$ cat src/rtl/nvm_script_pkg.sv
package nvm_script_pkg;
  localparam int BYTE_W = 8;
  localparam int COND_W = 5;
  localparam int CNT_W  = 7;

  localparam logic [BYTE_W-1:0] OPC_UPD     = 8'h80;
  localparam logic [BYTE_W-1:0] OPC_CAL     = 8'hA0;
  localparam logic [BYTE_W-1:0] OPC_SYNC    = 8'hA1;
  localparam logic [BYTE_W-1:0] OPC_COND_LO = 8'hB0;
  localparam logic [BYTE_W-1:0] OPC_COND_HI = 8'hCF;
  localparam logic [BYTE_W-1:0] OPC_END     = 8'hFF;

  typedef enum logic [2:0] {
    OP_DATA, OP_UPD, OP_CAL, OP_SYNC, OP_COND, OP_END, OP_NOP
  } op_kind_t;

  typedef enum logic [2:0] {
    PH_OPC, PH_AHI, PH_ALO, PH_PAY, PH_CSUM
  } phase_t;

  typedef enum logic [1:0] {
    ST_IDLE, ST_REQ, ST_RSP, ST_WR
  } state_t;
endpackage

$ cat src/rtl/nvm_op_decode.sv
module nvm_op_decode
  import nvm_script_pkg::*;
(
  input  logic [BYTE_W-1:0] byte_i,
  output op_kind_t          kind_o,
  output logic [COND_W-1:0] cond_o
);
  always_comb begin
    kind_o = OP_NOP;
    cond_o = '0;
    if (!byte_i[BYTE_W-1]) begin
      kind_o = OP_DATA;
    end else if (byte_i == OPC_UPD) begin
      kind_o = OP_UPD;
    end else if (byte_i == OPC_CAL) begin
      kind_o = OP_CAL;
    end else if (byte_i == OPC_SYNC) begin
      kind_o = OP_SYNC;
    end else if (byte_i >= OPC_COND_LO && byte_i <= OPC_COND_HI) begin
      kind_o = OP_COND;
      cond_o = COND_W'(byte_i - OPC_COND_LO);
    end else if (byte_i == OPC_END) begin
      kind_o = OP_END;
    end
  end
endmodule

$ cat src/rtl/nvm_guard_timer.sv
module nvm_guard_timer #(
  parameter int CYCLES = 2500
) (
  input  logic clk,
  input  logic rst_n,
  input  logic start_i,
  output logic active_o
);
  localparam int W = (CYCLES > 1) ? $clog2(CYCLES + 1) : 1;

  generate
    if (CYCLES == 0) begin : g_none
      assign active_o = 1'b0;
    end else begin : g_cnt
      logic [W-1:0] count_q;

      always_ff @(posedge clk) begin
        if (!rst_n) count_q <= '0;
        else if (start_i) count_q <= W'(CYCLES);
        else if (count_q != '0) count_q <= count_q - W'(1);
      end

      assign active_o = (count_q != '0);

      assert_guard_arm_R8: assert property (@(posedge clk) disable iff (!rst_n)
        start_i |=> active_o);
    end
  endgenerate
endmodule

$ cat src/rtl/nvm_csum_acc.sv
module nvm_csum_acc
  import nvm_script_pkg::*;
(
  input  logic              clk,
  input  logic              rst_n,
  input  logic              clr_i,
  input  logic              add_i,
  input  logic [BYTE_W-1:0] add_byte_i,
  input  logic [BYTE_W-1:0] chk_byte_i,
  output logic              bad_o
);
  logic [BYTE_W-1:0] sum_q;

  always_ff @(posedge clk) begin
    if (!rst_n) sum_q <= '0;
    else if (clr_i) sum_q <= '0;
    else if (add_i) sum_q <= sum_q + add_byte_i;
  end

  assign bad_o = ((sum_q + chk_byte_i) != '0);

  assert_sum_clear_R6: assert property (@(posedge clk) disable iff (!rst_n)
    clr_i |=> (sum_q == '0));
endmodule

$ cat src/rtl/nvm_script_runner.sv
module nvm_script_runner
  import nvm_script_pkg::*;
#(
  parameter int MEM_AW       = 12,
  parameter int REG_AW       = 16,
  parameter int GUARD_CYCLES = 2500
) (
  input  logic              clk,
  input  logic              rst_n,
  input  logic              load_req,
  output logic              rd_valid,
  input  logic              rd_ready,
  output logic [MEM_AW-1:0] rd_addr,
  input  logic              rsp_valid,
  input  logic [BYTE_W-1:0] rsp_data,
  output logic              wr_valid,
  input  logic              wr_ready,
  output logic [REG_AW-1:0] wr_addr,
  output logic [BYTE_W-1:0] wr_data,
  output logic              upd_pulse,
  output logic              cal_pulse,
  output logic              sync_pulse,
  output logic [COND_W-1:0] cond_id,
  output logic              busy,
  output logic              done,
  output logic              csum_err
);
  localparam int LO_W = BYTE_W;
  localparam int HI_W = REG_AW - LO_W;

  state_t            state_q;
  phase_t            phase_q;
  logic [MEM_AW-1:0] ptr_q;
  logic [REG_AW-1:0] raddr_q;
  logic [CNT_W-1:0]  cnt_q;
  logic [BYTE_W-1:0] wdata_q;
  logic [COND_W-1:0] cond_q;
  logic              done_q, err_q, upd_q, cal_q, sync_q;

  op_kind_t          kind;
  logic [COND_W-1:0] dec_cond;
  logic              guard_active, csum_bad;
  logic              beat, opc_beat, end_hit, start_ok, wr_fire;

  nvm_op_decode u_dec (
    .byte_i (rsp_data),
    .kind_o (kind),
    .cond_o (dec_cond)
  );

  assign beat     = (state_q == ST_RSP) && rsp_valid;
  assign opc_beat = beat && (phase_q == PH_OPC);
  assign end_hit  = opc_beat && (kind == OP_END);
  assign start_ok = (state_q == ST_IDLE) && load_req && !guard_active;
  assign wr_fire  = (state_q == ST_WR) && wr_ready;

  nvm_guard_timer #(.CYCLES(GUARD_CYCLES)) u_guard (
    .clk      (clk),
    .rst_n    (rst_n),
    .start_i  (end_hit),
    .active_o (guard_active)
  );

  nvm_csum_acc u_csum (
    .clk        (clk),
    .rst_n      (rst_n),
    .clr_i      (opc_beat),
    .add_i      (wr_fire),
    .add_byte_i (wdata_q),
    .chk_byte_i (rsp_data),
    .bad_o      (csum_bad)
  );

  always_ff @(posedge clk) begin
    if (!rst_n) begin
      state_q <= ST_IDLE;
      phase_q <= PH_OPC;
      ptr_q   <= '0;
      raddr_q <= '0;
      cnt_q   <= '0;
      wdata_q <= '0;
      cond_q  <= '0;
      done_q  <= 1'b0;
      err_q   <= 1'b0;
      upd_q   <= 1'b0;
      cal_q   <= 1'b0;
      sync_q  <= 1'b0;
    end else begin
      upd_q  <= 1'b0;
      cal_q  <= 1'b0;
      sync_q <= 1'b0;
      case (state_q)
        ST_IDLE: begin
          if (start_ok) begin
            state_q <= ST_REQ;
            phase_q <= PH_OPC;
            ptr_q   <= '0;
            cond_q  <= '0;
            done_q  <= 1'b0;
            err_q   <= 1'b0;
          end
        end
        ST_REQ: begin
          if (rd_ready) state_q <= ST_RSP;
        end
        ST_RSP: begin
          if (rsp_valid) begin
            ptr_q   <= ptr_q + MEM_AW'(1);
            state_q <= ST_REQ;
            case (phase_q)
              PH_OPC: begin
                case (kind)
                  OP_DATA: begin
                    cnt_q   <= rsp_data[CNT_W-1:0];
                    phase_q <= PH_AHI;
                  end
                  OP_UPD:  upd_q  <= 1'b1;
                  OP_CAL:  cal_q  <= 1'b1;
                  OP_SYNC: sync_q <= 1'b1;
                  OP_COND: cond_q <= dec_cond;
                  OP_END: begin
                    ptr_q   <= '0;
                    state_q <= ST_IDLE;
                    done_q  <= 1'b1;
                  end
                  default: ;
                endcase
              end
              PH_AHI: begin
                raddr_q <= {HI_W'(rsp_data), raddr_q[LO_W-1:0]};
                phase_q <= PH_ALO;
              end
              PH_ALO: begin
                raddr_q <= {raddr_q[REG_AW-1:LO_W], rsp_data};
                phase_q <= PH_PAY;
              end
              PH_PAY: begin
                wdata_q <= rsp_data;
                state_q <= ST_WR;
              end
              default: begin
                if (csum_bad) err_q <= 1'b1;
                phase_q <= PH_OPC;
              end
            endcase
          end
        end
        default: begin
          if (wr_ready) begin
            raddr_q <= raddr_q + REG_AW'(1);
            state_q <= ST_REQ;
            if (cnt_q == '0) phase_q <= PH_CSUM;
            else cnt_q <= cnt_q - CNT_W'(1);
          end
        end
      endcase
    end
  end

  assign rd_valid   = (state_q == ST_REQ);
  assign rd_addr    = ptr_q;
  assign wr_valid   = (state_q == ST_WR);
  assign wr_addr    = raddr_q;
  assign wr_data    = wdata_q;
  assign upd_pulse  = upd_q;
  assign cal_pulse  = cal_q;
  assign sync_pulse = sync_q;
  assign cond_id    = cond_q;
  assign busy       = (state_q != ST_IDLE);
  assign done       = done_q;
  assign csum_err   = err_q;

  assert_start_busy_R1: assert property (@(posedge clk) disable iff (!rst_n)
    (!busy && load_req && !guard_active) |=> (busy && rd_addr == '0));
  assert_rd_step_R1: assert property (@(posedge clk) disable iff (!rst_n)
    (beat && !end_hit) |=> (rd_addr == $past(rd_addr) + MEM_AW'(1)));
  assert_wr_hold_R3: assert property (@(posedge clk) disable iff (!rst_n)
    (wr_valid && !wr_ready) |=> (wr_valid && $stable(wr_addr) && $stable(wr_data)));
  assert_no_rd_in_wr_R3: assert property (@(posedge clk) disable iff (!rst_n)
    wr_valid |-> !rd_valid);
  assert_pulse_excl_R4: assert property (@(posedge clk) disable iff (!rst_n)
    $onehot0({upd_pulse, cal_pulse, sync_pulse}));
  assert_pulse_single_R4: assert property (@(posedge clk) disable iff (!rst_n)
    (upd_pulse || cal_pulse || sync_pulse) |=> !(upd_pulse || cal_pulse || sync_pulse));
  assert_cond_clear_R5: assert property (@(posedge clk) disable iff (!rst_n)
    start_ok |=> (cond_id == '0));
  assert_err_sticky_R6: assert property (@(posedge clk) disable iff (!rst_n)
    (csum_err && !start_ok) |=> csum_err);
  assert_done_idle_R7: assert property (@(posedge clk) disable iff (!rst_n)
    done |-> !busy);
  assert_guard_block_R8: assert property (@(posedge clk) disable iff (!rst_n)
    (!busy && guard_active) |=> !busy);
  assert_rd_hold_R10: assert property (@(posedge clk) disable iff (!rst_n)
    (rd_valid && !rd_ready) |=> (rd_valid && $stable(rd_addr)));
endmodule

$ cat config.mk
export PLATFORM = sky130hd
export DESIGN_NAME = nvm_script_runner
export DESIGN_NICKNAME = d
export VERILOG_FILES = /design/src/rtl/nvm_script_pkg.sv /design/src/rtl/nvm_op_decode.sv /design/src/rtl/nvm_guard_timer.sv /design/src/rtl/nvm_csum_acc.sv /design/src/rtl/nvm_script_runner.sv
export SDC_FILE = /design/constraint.sdc
export NUM_CORES = 1
export LEC_CHECK = 0
export BUFFER_PORTS_ARGS = -buffer_cell sky130_fd_sc_hd__clkbuf_2
export CORE_AREA = 8 8 116 118
export DETAILED_ROUTE_END_ITERATION = 6
export DIE_AREA = 0 0 124 126
export PLACE_DENSITY_LB_ADDON = 0.15
export SKIP_LAST_GASP = 1
export SYNTH_ARGS = -nofsm -noshare
export SYNTH_HDL_FRONTEND = slang
export SYNTH_SLANG_ARGS = --single-unit
$ cat constraint.sdc
create_clock -name clk -period 2.2 [get_ports clk]
set_input_delay 0.44 -clock clk [delete_from_list [all_inputs] [get_ports clk]]
set_output_delay 0.44 -clock clk [all_outputs]
set_load 0.005 [all_outputs]
# [Word level (Yosys, flattened, before mapping)]
# Index checks and enable logic that the tools add are counted.
# W data, S select, Z words.
[op_classes] add_sub_neg=7 mul=0 div=0 order_cmp=2 n_eq_ne=31 shifts=0 n_mux=59 bitwise=3 n_reduce_logical=36
[ops] op="$mux W12" n=6
[ops] op="$pmux W16 S2" n=2
[ops] op="$mux W5" n=9
[ops] op="$mux W7" n=5
[ops] op="$eq A8 B8 Y1 const B" n=4
[ops] op="$mux W16" n=2
[ops] op="$mux W3" n=10
[ops] op="$reduce_and A5 Y1" n=5
[ops] op="$pmux W12 S2" n=1
[ops] op="$add A16 B1 Y16 const B" n=1
[ops] op="$add A8 B8 Y8" n=2
[ops] op="$ne A2 B2 Y1 const B" n=8
[ops] op="$ne A2 B1 Y1 const B" n=7
[ops] op="$pmux W7 S2" n=1
[ops] op="$add A12 B1 Y12 const B" n=1
[ops] op="$eq A3 B2 Y1 const B" n=4
[ops] op="$pmux W3 S4" n=1
[ops] op="$reduce_bool A12 Y1" n=1
[ops] op="$sub A12 B1 Y12 const B" n=1
[ops] op="$mux W1" n=11
[ops] op="$mux W2" n=5
[ops] op="$pmux W5 S2" n=1
[ops] op="$pmux W3 S3" n=1
[ops] op="$ge A8 B8 Y1 const B" n=1
[ops] op="27 further kinds" n=48
[word_totals] ff_bits=78 latchBits=0 ramBits=0 mem_bits_ro=0 inputBits=14 out_inout_bits=49 elab_cells=154 memories=0

# [Logic depth before layout (Yosys ltp)]
# Gate-level depths: netlist of run 1.
[logic_depth] word_depth=12 ltp_mapped=10 mapped_depth_nobuf=9

# [Cells and area by module]
# From an unflattened synthesis of run 1, not the netlist that was laid out.
[unflattened] cells_unflattened=608 area_unflattened_um2=4936.0
[by_module_without_submodules] mod="nvm_script_runner" n_inst=1 cells_per_inst=408 area_each_um2=3233.1 seq_area_each_um2=1161.1
[by_module_without_submodules] mod="nvm_csum_acc" n_inst=1 cells_per_inst=100 area_each_um2=868.3 seq_area_each_um2=160.2
[by_module_without_submodules] mod="nvm_guard_timer" n_inst=1 cells_per_inst=78 area_each_um2=689.4 seq_area_each_um2=240.2
[by_module_without_submodules] mod="nvm_op_decode" n_inst=1 cells_per_inst=22 area_each_um2=145.1 seq_area_each_um2=0.0

# [Least setup slack after synthesis of run 1]
# No wires, ideal clock.
[synth_path] kind="register -> register" start="register state_q[0]" end="register cnt_q[6]" arrival_time_ns=1.952 path_slack_ns=0.120 stages_incl_launch_ff=11 period_less_slack_ns=2.080 cell_sequence="dfxtp_1 inv_1 ha_1 buf_2 mux2_2 and2_0 o21ai_0 buf_2 nor2_1 a221oi_1 nor2_1"
[synth_via] elab_chain_cells=4
[synth_lines] item="start: declaration" line="nvm_script_runner.sv:31" text="state_t state_q;"
[synth_lines] item="start signal: assignment" line="nvm_script_runner.sv:76" text="state_q <= ST_IDLE;"
[synth_lines] item="start signal: assignment" line="nvm_script_runner.sv:95" text="state_q <= ST_REQ;"
[synth_lines] item="start signal: assignment" line="nvm_script_runner.sv:104" text="if (rd_ready) state_q <= ST_RSP;"
[synth_lines] item="$eq A2 B1 Y1 or $logic_not A2 Y1 (tied branches)" line="nvm_script_runner.sv:92" text="case (state_q)"
[synth_lines] item="$reduce_or A2 Y1 (no source line)"
[synth_lines] item="$not A1 Y1 (no source line)"
[synth_lines] item="$reduce_and A6 Y1 (no source line)"
[synth_lines] item="end signal: assignment" line="nvm_script_runner.sv:114" text="cnt_q <= rsp_data[CNT_W-1:0];"
[synth_lines] item="end signal: assignment" line="nvm_script_runner.sv:153" text="else cnt_q <= cnt_q - CNT_W'(1);"
[synth_lines] item="end: declaration" line="nvm_script_runner.sv:35" text="logic [CNT_W-1:0] cnt_q;"
# Several ways; a longest one is shown, not always the timed one.
# A chain may end at the register's enable or synchronous reset.

# [Worst setup path in the final report of run 1]
[layout_path] start="register u_guard.g_cnt.count_q[0]" end="register ptr_q[8], in the netlist rd_addr[8]"
[layout_via] elab_chain_cells=5
[layout_lines] item="start: declaration" line="nvm_guard_timer.sv:15" text="logic [W-1:0] count_q;"
[layout_lines] item="start signal: assignment" line="nvm_guard_timer.sv:19" text="else if (start_i) count_q <= W'(CYCLES);"
[layout_lines] item="start signal: assignment" line="nvm_guard_timer.sv:20" text="else if (count_q != '0) count_q <= count_q - W'(1);"
[layout_lines] item="$reduce_bool A12 Y1" line="nvm_guard_timer.sv:23" text="assign active_o = (count_q != '0);"
[layout_lines] item="$logic_not A1 Y1" line="nvm_script_runner.sv:54" text="assign start_ok = (state_q == ST_IDLE) && load_req && !guard_active;"
[layout_lines] item="$logic_and A1 B1 Y1" line="nvm_script_runner.sv:54"
[layout_lines] item="$ne A2 B2 Y1 (no source line)"
[layout_lines] item="$reduce_and A3 Y1 (no source line)"
[layout_lines] item="end signal: assignment" line="nvm_script_runner.sv:108" text="ptr_q <= ptr_q + MEM_AW'(1);"
[layout_lines] item="end: declaration" line="nvm_script_runner.sv:33" text="logic [MEM_AW-1:0] ptr_q;"
# No other way between the ends.

==> metrics.md, run 1 <==
| Metric | Value |
|---|---|
| HP Class | `primary input to flip-flop` |
| Tcrit/Tclk final | `95.36%` |
| Worst EP required | `2.47 ns` |
| Initial DRC Count | `247` |
| Hold Crit Depth | `3` |
| Share of layout cells above drive strength 1 | `between 10% and 20%` |
| Status | `complete, no violations` |
| Worst Reg-to-Reg Cells | `8` |
| Antenna Cells | `0` |
| Vias in the first global route | `~4.4k` |
| Ys flop type | `dfxtp_1` |
| Worst Tran Pin Value | `between 0.6 and 0.7 ns` |
| Synth top area cells | `dfxtp_1, nor2_1, ha_1` |
| Worst EP arrival | `2.36 ns` |
| Core area | `11710 um2` |
| Sink Count | `78` |
| Leading area contributor after synthesis | `dfxtp_1` |
| CP Class | `flip-flop to flip-flop` |
| Clock transition at path regs | `0.06 ns` |
| Yosys synthesis warning count | `0` |
| Register area share after synthesis | `34.33%` |
| Met1 Wirelength | `5801 um` |
| Final std cells w/o fill | `804` |
| Share of synthesized registers carrying an async set or reset | `0%` |
| CTS root buf | `clkbuf_16` |
| Slew margin rel. | `between 50 and 60%` |
| Worst-skew pair later-pin latency | `between 0.3 and 0.4 ns` |
| DP Cell Count | `approximately 800` |
| Global route overflow | `0` |
| Synth Area per Inst | `approximately 7.9 um2` |
| Synth Register Bits | `78` |
| Htree depth | `3` |
| CP Launch Type | `flip-flop` |
| IO Count | `63` |
| Die H | `126 um` |
| Max Cap Violations | `0` |
| Slew Limit Fails | `0` |
| Die area | `15620 um2` |
| # setup viols final | `0` |
| Initial antenna violation count | `0` |
| Row Count | `40` |
| DR WL met3 | `653 um` |
| Routed wl met2 | `6542 um` |
| Maximum vdd drop | `0.0004249 V` |
| Share of the synthesized area in the top cell type | `34.33%` |
| Fill cell count | `1211` |
| DRC viols | `0` |
| Setup Buffers After CTS | `0` |
| Minimum clock period | `2.098 ns` |
| Critical Path Fanout Max | `5` |
| RSZ-0062 raised after global routing | `yes` |
| Net count, final | `692` |
| DR vias/cell | `5.479` |
| Routed WL | `about 13000 um` |
| Type of element capturing the critical path | `flip-flop` |
| Antenna Violating Nets Remaining | `0` |
| WL per Instance | `16.30 um` |
| Detailed Place HPWL | `between 9000 and 10000 um` |
| Starting density of the core | `38.84%` |
| Seq. cell area | `roughly 1600 um2` |
| Lkg Pwr | `2.235 nW` |
| PortBufs | `62` |
| P&R area growth vs syn | `20.08%` |
| Max Freq | `476.6 MHz` |
| GPL Wtd Cong | `0.7698` |
| CTS buffer count | `9` |
| PwrDens | `849.9 nW/um2` |
| Total power | `4.641 mW` |
| DIE WIDTH | `124 um` |
| CTS tree | `built` |
| Synth cell types | `65` |
| Post-Syn Nets | `612` |
| Worst Hold Slack | `0.4575 ns` |
| Largest net degree at the start of global routing | `34` |
| Clk buf depth | `2` |
| Drt pass-1 iters | `7` |
| Final Hold Fails | `0` |
| Worst Skew | `0.006302 ns` |
| Final Util | `46.63%` |
| Via count | `around 4.4k` |
| Highest metal used | `met4` |
| Multi-input gate area | `roughly 2800 um2` |
| Post-Synthesis Cells | `573` |
| Total GRT Usage | `17.14%` |
| First-pass GRT wire length | `21470 um` |
| Post-synth EDFFs | `0` |
| Mapped Area | `roughly 4500 um2` |
| Worst R2R Setup Slack | `between 0.1 and 0.15 ns` |
[layer usage]
| layer | global-route usage (%) | up-vias |
|---|---|---|
| met4 | 6.653 | 0 |
| met5 | 0 | - |
| met3 | 3.172 | 7 |
| met2 | 28.84 | 78 |
| li1 | - | 2229 |
| met1 | 20.95 | 2091 |
[per-stage QoR]
step	setup slack [ns]	setup TNS, ns	cell area (um2)
2_1_floorplan	0.1201	0	4548
3_3_place_gp	0.1256	0	5167
3_5_place_dp	0.1045	0	5167
4_1_cts	0.1105	0	5455
5_1_grt	-0.02188	-0.02452	5461
6_report	0.1020	0	5461
[report_power, final]
| part | internal [mW] | switching (mW) | total [mW] |
|---|---|---|---|
| combinational | 0.681 | 0.814 | 1.49 |
| sequential | 1.54 | 0.170 | 1.71 |
| clock | 0.882 | 0.553 | 1.43 |
[registers in the layout (all words and copies together), names as in the netlist, 2 cells and up]
name	count
state_q	2
wr_data	8
wr_addr	16
cnt_q	7
phase_q	3
u_csum.sum_q	8
rd_addr	12
cond_id	5
u_guard.g_cnt.count_q	12
[final cells by class]
class,instances,area share (%)
Clock buffer,15,5.269
Inverter,18,1.237
Multi-Input combinational cell,453,51.59
Sequential cell,78,28.59
Tap cell,147,3.368
Timing Repair Buffer,93,9.943
[logic make-up (layout without fill, tap and decap cells)]
kind of cell	count (synthesis)	after routing	share of synthesized area, %
AOI/OAI and AO/OA	149	149	20.47
adders and majority gates	25	25	7.208
DFF	78	78	34.33
xor gates and xnor gates	22	22	4.237
muxes	15	15	3.356
and+or+nand+nor	242	242	26.55
buffers and inverters	42	126	3.851
[critical path, stage by stage (launching register included)]
cell     delay (ns)
dfxtp_1        0.34
inv_1          0.07
ha_1           0.17
nor3b_2        0.19
a41o_1         0.29
and3_1         0.28
nand2_4        0.06
or4_1          0.47
a21oi_1        0.14
[synth_stat cells, drive strengths merged (7+ instances only)]
cell type and n:
xor2 9, a31oi 9, nand2 43, xnor2 13, o21ai 38, or3 8, mux2i 13, nand4 7
and2 7, nor4 8, nand3 25, and3 7, nor2 89, ha 23, nor3 19, clkbuf 19
inv 17, a21oi 51, dfxtp 78
[cell usage in the layout, fill, tap and decap left out, types with 5 or more instances in the layout]
cell type,count
ha_1,22
nor3_1,19
nand3_1,25
clkbuf_2,62
a211oi_1,5
and3_1,6
buf_4,31
nand2_1,42
nor4_1,6
nand2b_1,5
nor2_1,89
inv_1,17
o21ai_0,38
clkbuf_16,9
or3_1,8
xnor2_1,13
a21oi_1,50
nand4_1,7
mux2i_1,13
dfxtp_1,78
a31oi_1,9
xor2_1,9
and2_1,6
[worst paths after layout]
path | startpoint | end
max | u_guard.g_cnt.count_q[0] | rd_addr[8]
min | rst_n | cond_id[0]
max reg2reg | u_guard.g_cnt.count_q[0] | rd_addr[8]
min reg2reg | cond_id[2] | cond_id[2]
[timing repair]
| item | CTS | global route |
|---|---|---|
| gates resized for setup | 0 | 2 |
| hold buffers | 0 | 0 |
| setup endpoints to repair | 0 | 16 |
Note: power is estimated with default switching activity, not from simulation.
==> run 2: changes to the inputs <==
PLACE_DENSITY = 0.54   (was unset)
PLACE_DENSITY_LB_ADDON = unset   (was 0.15)
clock period = 2.7 ns   (was 2.2 ns; I/O delays follow)
==> run 2 against run 1 <==
Clock-buffer cell count down 5. Worst setup slack better by 0.24 ns. Largest power group unchanged. Critical path depth unchanged. Wire length fell by 1.1%. Core utilization is 1.4 points lower. Global-route usage barely moved.
==> metrics.md, run 2 (synthesized netlist as in run 1, its figures left out) <==
| Metric | Value |
|---|---|
| Status | `complete, no violations` |
| CTS root buf | `clkbuf_16` |
| Htree depth | `3` |
| Core area | `~12000 um2` |
| DP Area | `about 5000 um2` |
| Minimum clock period | `approximately 2.4 ns` |
| IO Count | `63` |
| P&R area growth vs syn | `16.40%` |
| Worst EP arrival | `2.59 ns` |
| Antenna Violating Nets Remaining | `0` |
| Met3 Track Usage GR | `4.200%` |
| DRC viols | `0` |
| PwrDens | `688.0 nW/um2` |
| RSZ-0062 raised after global routing | `no` |
| GPL Wtd Cong | `0.7940` |
| Clk buf depth | `2` |
| HP Class | `flip-flop to flip-flop` |
| Sink Count | `78` |
| Total negative setup slack | `0 ns` |
| Cts hold-fix bufs | `0` |
| CTS buffer count | `9` |
| Worst Hold Slack | `roughly 0.48 ns` |
| First-pass GRT wire length | `roughly 22000 um` |
| Commonest non-fill, non-tap cells in the layout | `nor2_1, dfxtp_1, clkbuf_2, a21oi_1, nand2_1` |
| Share of layout cells above drive strength 1 | `between 10% and 20%` |
| Number of flip-flops under the largest register name | `16` |
| Drt pass-1 iters | `5` |
| Total power | `3.642 mW` |
| WL per Instance | `16.56 um` |
| Routed WL | `12970 um` |
| Max Cap Violations | `0` |
| CTS tree | `built` |
| Type of element capturing the critical path | `flip-flop` |
| Global route overflow | `0` |
| Worst Tran Pin Value | `approximately 0.67 ns` |
| Die area | `15620 um2` |
| Vias in the first global route | `4299` |
| Net count, final | `670` |
| Slew Limit Fails | `0` |
| Largest net degree at the start of global routing | `50` |
| Worst-skew pair later-pin latency | `0.34 ns` |
| Clock transition at path regs | `0.06 ns` |
| CP Launch Type | `flip-flop` |
| Max Freq | `approximately 420 MHz` |
| Starting density of the core | `38.84%` |
| Total GRT Usage | `17.16%` |
| M2 GR Usage | `27.19%` |
| Lkg Pwr | `2.122 nW` |
| # setup viols final | `0` |
| DR vias/cell | `5.605` |
| Tcrit/Tclk final | `87.19%` |
| CP Class | `flip-flop to flip-flop` |
| Initial DRC Count | `288` |
| Setup Buffers After CTS | `0` |
| Worst Skew | `0.005727 ns` |
| Die H | `126 um` |
| Antenna Cells | `0` |
| Worst EP required | `2.93 ns` |
| Top Usage Layer GRT | `met2` |
| Row Count | `40` |
| Initial antenna violation count | `0` |
| PortBufs | `62` |
| Commonest non-fill, non-tap cell in the layout | `nor2_1` |
| Detailed Place HPWL | `9417 um` |
| Critical Path Fanout Max | `8` |
| DIE WIDTH | `124 um` |
| Final Hold Fails | `0` |
| Maximum vdd drop | `0.0003246 V` |
| Slew margin rel. | `between 50 and 60%` |
| Design area | `5294 um2` |
| Grt met1 use | `21.75%` |
| Post-cts resize count | `0` |
| Via count | `4389` |
run 2: cell types whose count changed in the layout (fill, tap and decap cells not counted), sizes merged:
cell	delta
buf	-22
clkbuf	-5
clkinv	+3
clkinvlp	+3
run 2: path summary, 6_finish.rpt:
check | cells past startpoint | to | startpoint | slack, ns
setup / recovery | 8 | cond_id[3] | u_guard.g_cnt.count_q[0] | 0.35
hold / removal | 2 | u_csum.sum_q[0] | u_csum.sum_q[0] | 0.48
setup reg to reg | 8 | cond_id[3] | u_guard.g_cnt.count_q[0] | 0.35
hold reg to reg | 2 | u_csum.sum_q[0] | u_csum.sum_q[0] | 0.48
run 2: final cells by class:
| class | instances | area [um2] |
|---|---|---|
| Multi-Input combinational cell | 453 | 2814 |
| Clock inverter | 6 | 37.54 |
| Fill cell | 1217 | 6417 |
| Clock buffer | 10 | 239.0 |
| Timing Repair Buffer | 71 | 390.4 |
| Inverter | 18 | 67.56 |
| Sequential cell | 78 | 1562 |
| Tap cell | 147 | 183.9 |
run 2: critical path, stage by stage (launching register included):
cell     delay [ns]
dfxtp_1        0.34
inv_1          0.07
ha_1           0.18
nor3b_2        0.33
a41o_1         0.31
nand3_1        0.31
o31ai_4        0.46
nor2_1         0.09
a21o_1         0.16
run 2: through the flow:
| stage | instances | setup slack, ns | util [%] |
|---|---|---|---|
| 2_1_floorplan | 573 | 0.6201 | - |
| 3_3_place_gp | 767 | 0.4891 | 42.84 |
| 3_5_place_dp | 767 | 0.3836 | 42.84 |
| 4_1_cts | 783 | 0.3629 | 45.20 |
| 5_1_grt | 783 | 0.07899 | 45.20 |
| 6_report | 783 | 0.3459 | 45.20 |
run 2: report_power, final:
part | total (mW) | switching, mW | internal, mW
logic | 1.11 | 0.649 | 0.464
registers | 1.40 | 0.141 | 1.26
clock network | 1.13 | 0.491 | 0.642
total | 3.64 | 1.28 | 2.36
run 2: per-layer routing:
metal	share of wire (%)	vias to the layer above
met5	0	-
met4	2.2	0
met3	5.5	19
met2	48	100
met1	45	2087
li1	-	2183
==> run 3: changes to the inputs <==
CTS_BUF_LIST = sky130_fd_sc_hd__clkbuf_8   (was unset)
==> run 3 against run 2 <==
Clock-buffer cell count stayed put. Non-clock buffer count unchanged. Via count shrank 0.71%. Worst setup slack improved by 0.014 ns. Core utilization decreased by 0.87 points. Sequential power about the same. Largest power group unchanged.
==> metrics.md, run 3 (synthesized netlist as in run 1, its figures left out) <==
| Metric | Value |
|---|---|
| # setup viols final | `0` |
| Met3 Track Usage GR | `3.709%` |
| Setup Buffers After CTS | `0` |
| Slew Limit Fails | `0` |
| DIE WIDTH | `around 120 um` |
| Type of element capturing the critical path | `flip-flop` |
| Cts hold-fix bufs | `0` |
| Critical Path Max Stage Delay | `roughly 0.44 ns` |
| Lkg Pwr | `2.076 nW` |
| Detailed Place HPWL | `9417 um` |
| Design area | `5192 um2` |
| CTS buffer count | `9` |
| Grt met1 use | `around 22%` |
| Status | `complete, no violations` |
| DRC viols | `0` |
| GPL Wtd Cong | `0.7940` |
| Worst Reg-to-Reg Cells | `8` |
| Maximum vdd drop | `0.0002862 V` |
| First-pass GRT wire length | `21450 um` |
| Tcrit/Tclk final | `between 80 and 90%` |
| Via count | `4358` |
| Worst Setup EP | `cond_id[3]` |
| Hold Crit Depth | `2` |
| Drt pass-1 iters | `5` |
| CTS root buf | `clkbuf_8` |
| WL per Instance | `16.53 um` |
| Vias in the first global route | `4295` |
| Core area | `11710 um2` |
| Worst Tran Pin Value | `0.6624 ns` |
| Critical Path Fanout Max | `8` |
| PortBufs | `62` |
| Worst EP required | `just under 3 ns` |
| Starting density of the core | `38.84%` |
| Largest net degree at the start of global routing | `50` |
| Final Util | `between 40 and 50%` |
| CP Launch Type | `flip-flop` |
| Top Usage Layer GRT | `met2` |
| Sink Count | `78` |
| Routed WL | `between 10000 and 15000 um` |
| RSZ-0062 raised after global routing | `no` |
| M2 GR Usage | `27.13%` |
| Commonest non-fill, non-tap cell in the layout | `nor2_1` |
| Row Count | `40` |
| Net count, final | `670` |
| Worst R2R Setup Slack | `0.36 ns` |
| Crit path launch | `u_guard.g_cnt.count_q[0]` |
| Final Hold Fails | `0` |
| Reg2reg end | `cond_id[3]` |
| HP Class | `flip-flop to flip-flop` |
| PwrDens | `approximately 640 nW/um2` |
| Total power | `~3.3 mW` |
| Share of layout cells above drive strength 1 | `16.82%` |
| Initial antenna violation count | `0` |
| Worst Skew | `0.009245 ns` |
| Die area | `15620 um2` |
| P&R area growth vs syn | `14.17%` |
| Worst-skew pair later-pin latency | `0.36 ns` |
| Post-cts resize count | `0` |
| Total negative setup slack | `0 ns` |
| Worst EP arrival | `around 2.6 ns` |
| CP Cell Sequence | `inv_1 > ha_1 > nor3b_2 > a41o_1 > nand3_1 > o31ai_4 > nor2_1 > a21o_1` |
| Initial DRC Count | `266` |
| Total GRT Usage | `17.01%` |
| R2r startpoint | `u_guard.g_cnt.count_q[0]` |
| Slowest library cell on the worst path | `o31ai_4` |
| Minimum clock period | `2.340 ns` |
| Global route overflow | `0` |
| Clk buf depth | `2` |
| Antenna Violating Nets Remaining | `0` |
| DP Area | `5017 um2` |
| IO Count | `63` |
| Commonest non-fill, non-tap cells in the layout | `nor2_1, dfxtp_1, clkbuf_2, a21oi_1, nand2_1` |
| Antenna Cells | `0` |
| Clock transition at path regs | `0.09 ns` |
| Max Freq | `427.4 MHz` |
| DR vias/cell | `5.566` |
| CP Class | `flip-flop to flip-flop` |
| Htree depth | `3` |
| CTS tree | `built` |
| Max Cap Violations | `0` |
| Slew margin rel. | `55.37%` |
| Die H | `126 um` |
| Worst Hold Slack | `0.4772 ns` |
| Number of flip-flops under the largest register name | `16` |
==> run 3: layer usage <==
layer	up-vias	wire, um
met5	-	0
met4	0	233
met3	15	570
met2	94	6219
met1	2065	5920
li1	2184	-
==> run 3: stage by stage <==
stage          std cells  worst slack (ns)
2_1_floorplan        573            0.6201
3_3_place_gp         767            0.4891
3_5_place_dp         767            0.3836
4_1_cts              783            0.3559
5_1_grt              783           0.07522
6_report             783            0.3601
==> run 3: power by group <==
| group | internal (mW) | switching (mW) |
|---|---|---|
| logic | 0.464 | 0.647 |
| registers | 1.25 | 0.140 |
| clock network | 0.354 | 0.460 |
| total | 2.07 | 1.25 |
==> run 3: cell type report <==
type,instances,area [um2]
repair buffers,71,390.4
well taps,147,183.9
clock inverters,6,37.54
inverters,18,67.56
flip-flops and latches,78,1562
clock buffers,10,137.6
multi-input cells,453,2814
fillers,1239,6519
==> run 3: worst min path at each step <==
| stage | slack, ns | endpoint | from |
|---|---|---|---|
| 3_5_place_dp | 0.46 | cond_id[0] | cond_id[0] |
| 4_1_cts | 0.48 | cond_id[0] | cond_id[0] |
| 6_report | 0.48 | cond_id[0] | cond_id[0] |
| 5_1_grt | 0.52 | u_csum.sum_q[4] | u_csum.sum_q[4] |
| 2_1_floorplan | 0.45 | u_csum.sum_q[4] | u_csum.sum_q[4] |
| 3_3_place_gp | 0.46 | cond_id[2] | cond_id[2] |
==> run 3: critical path: cells and delay by family (launching register included) <==
kind	cells	cell delay, ns
buf+inv	1	0.07
fa+ha+maj	1	0.18
simple gates	3	0.74
compound gates	3	0.90
flops	1	0.35
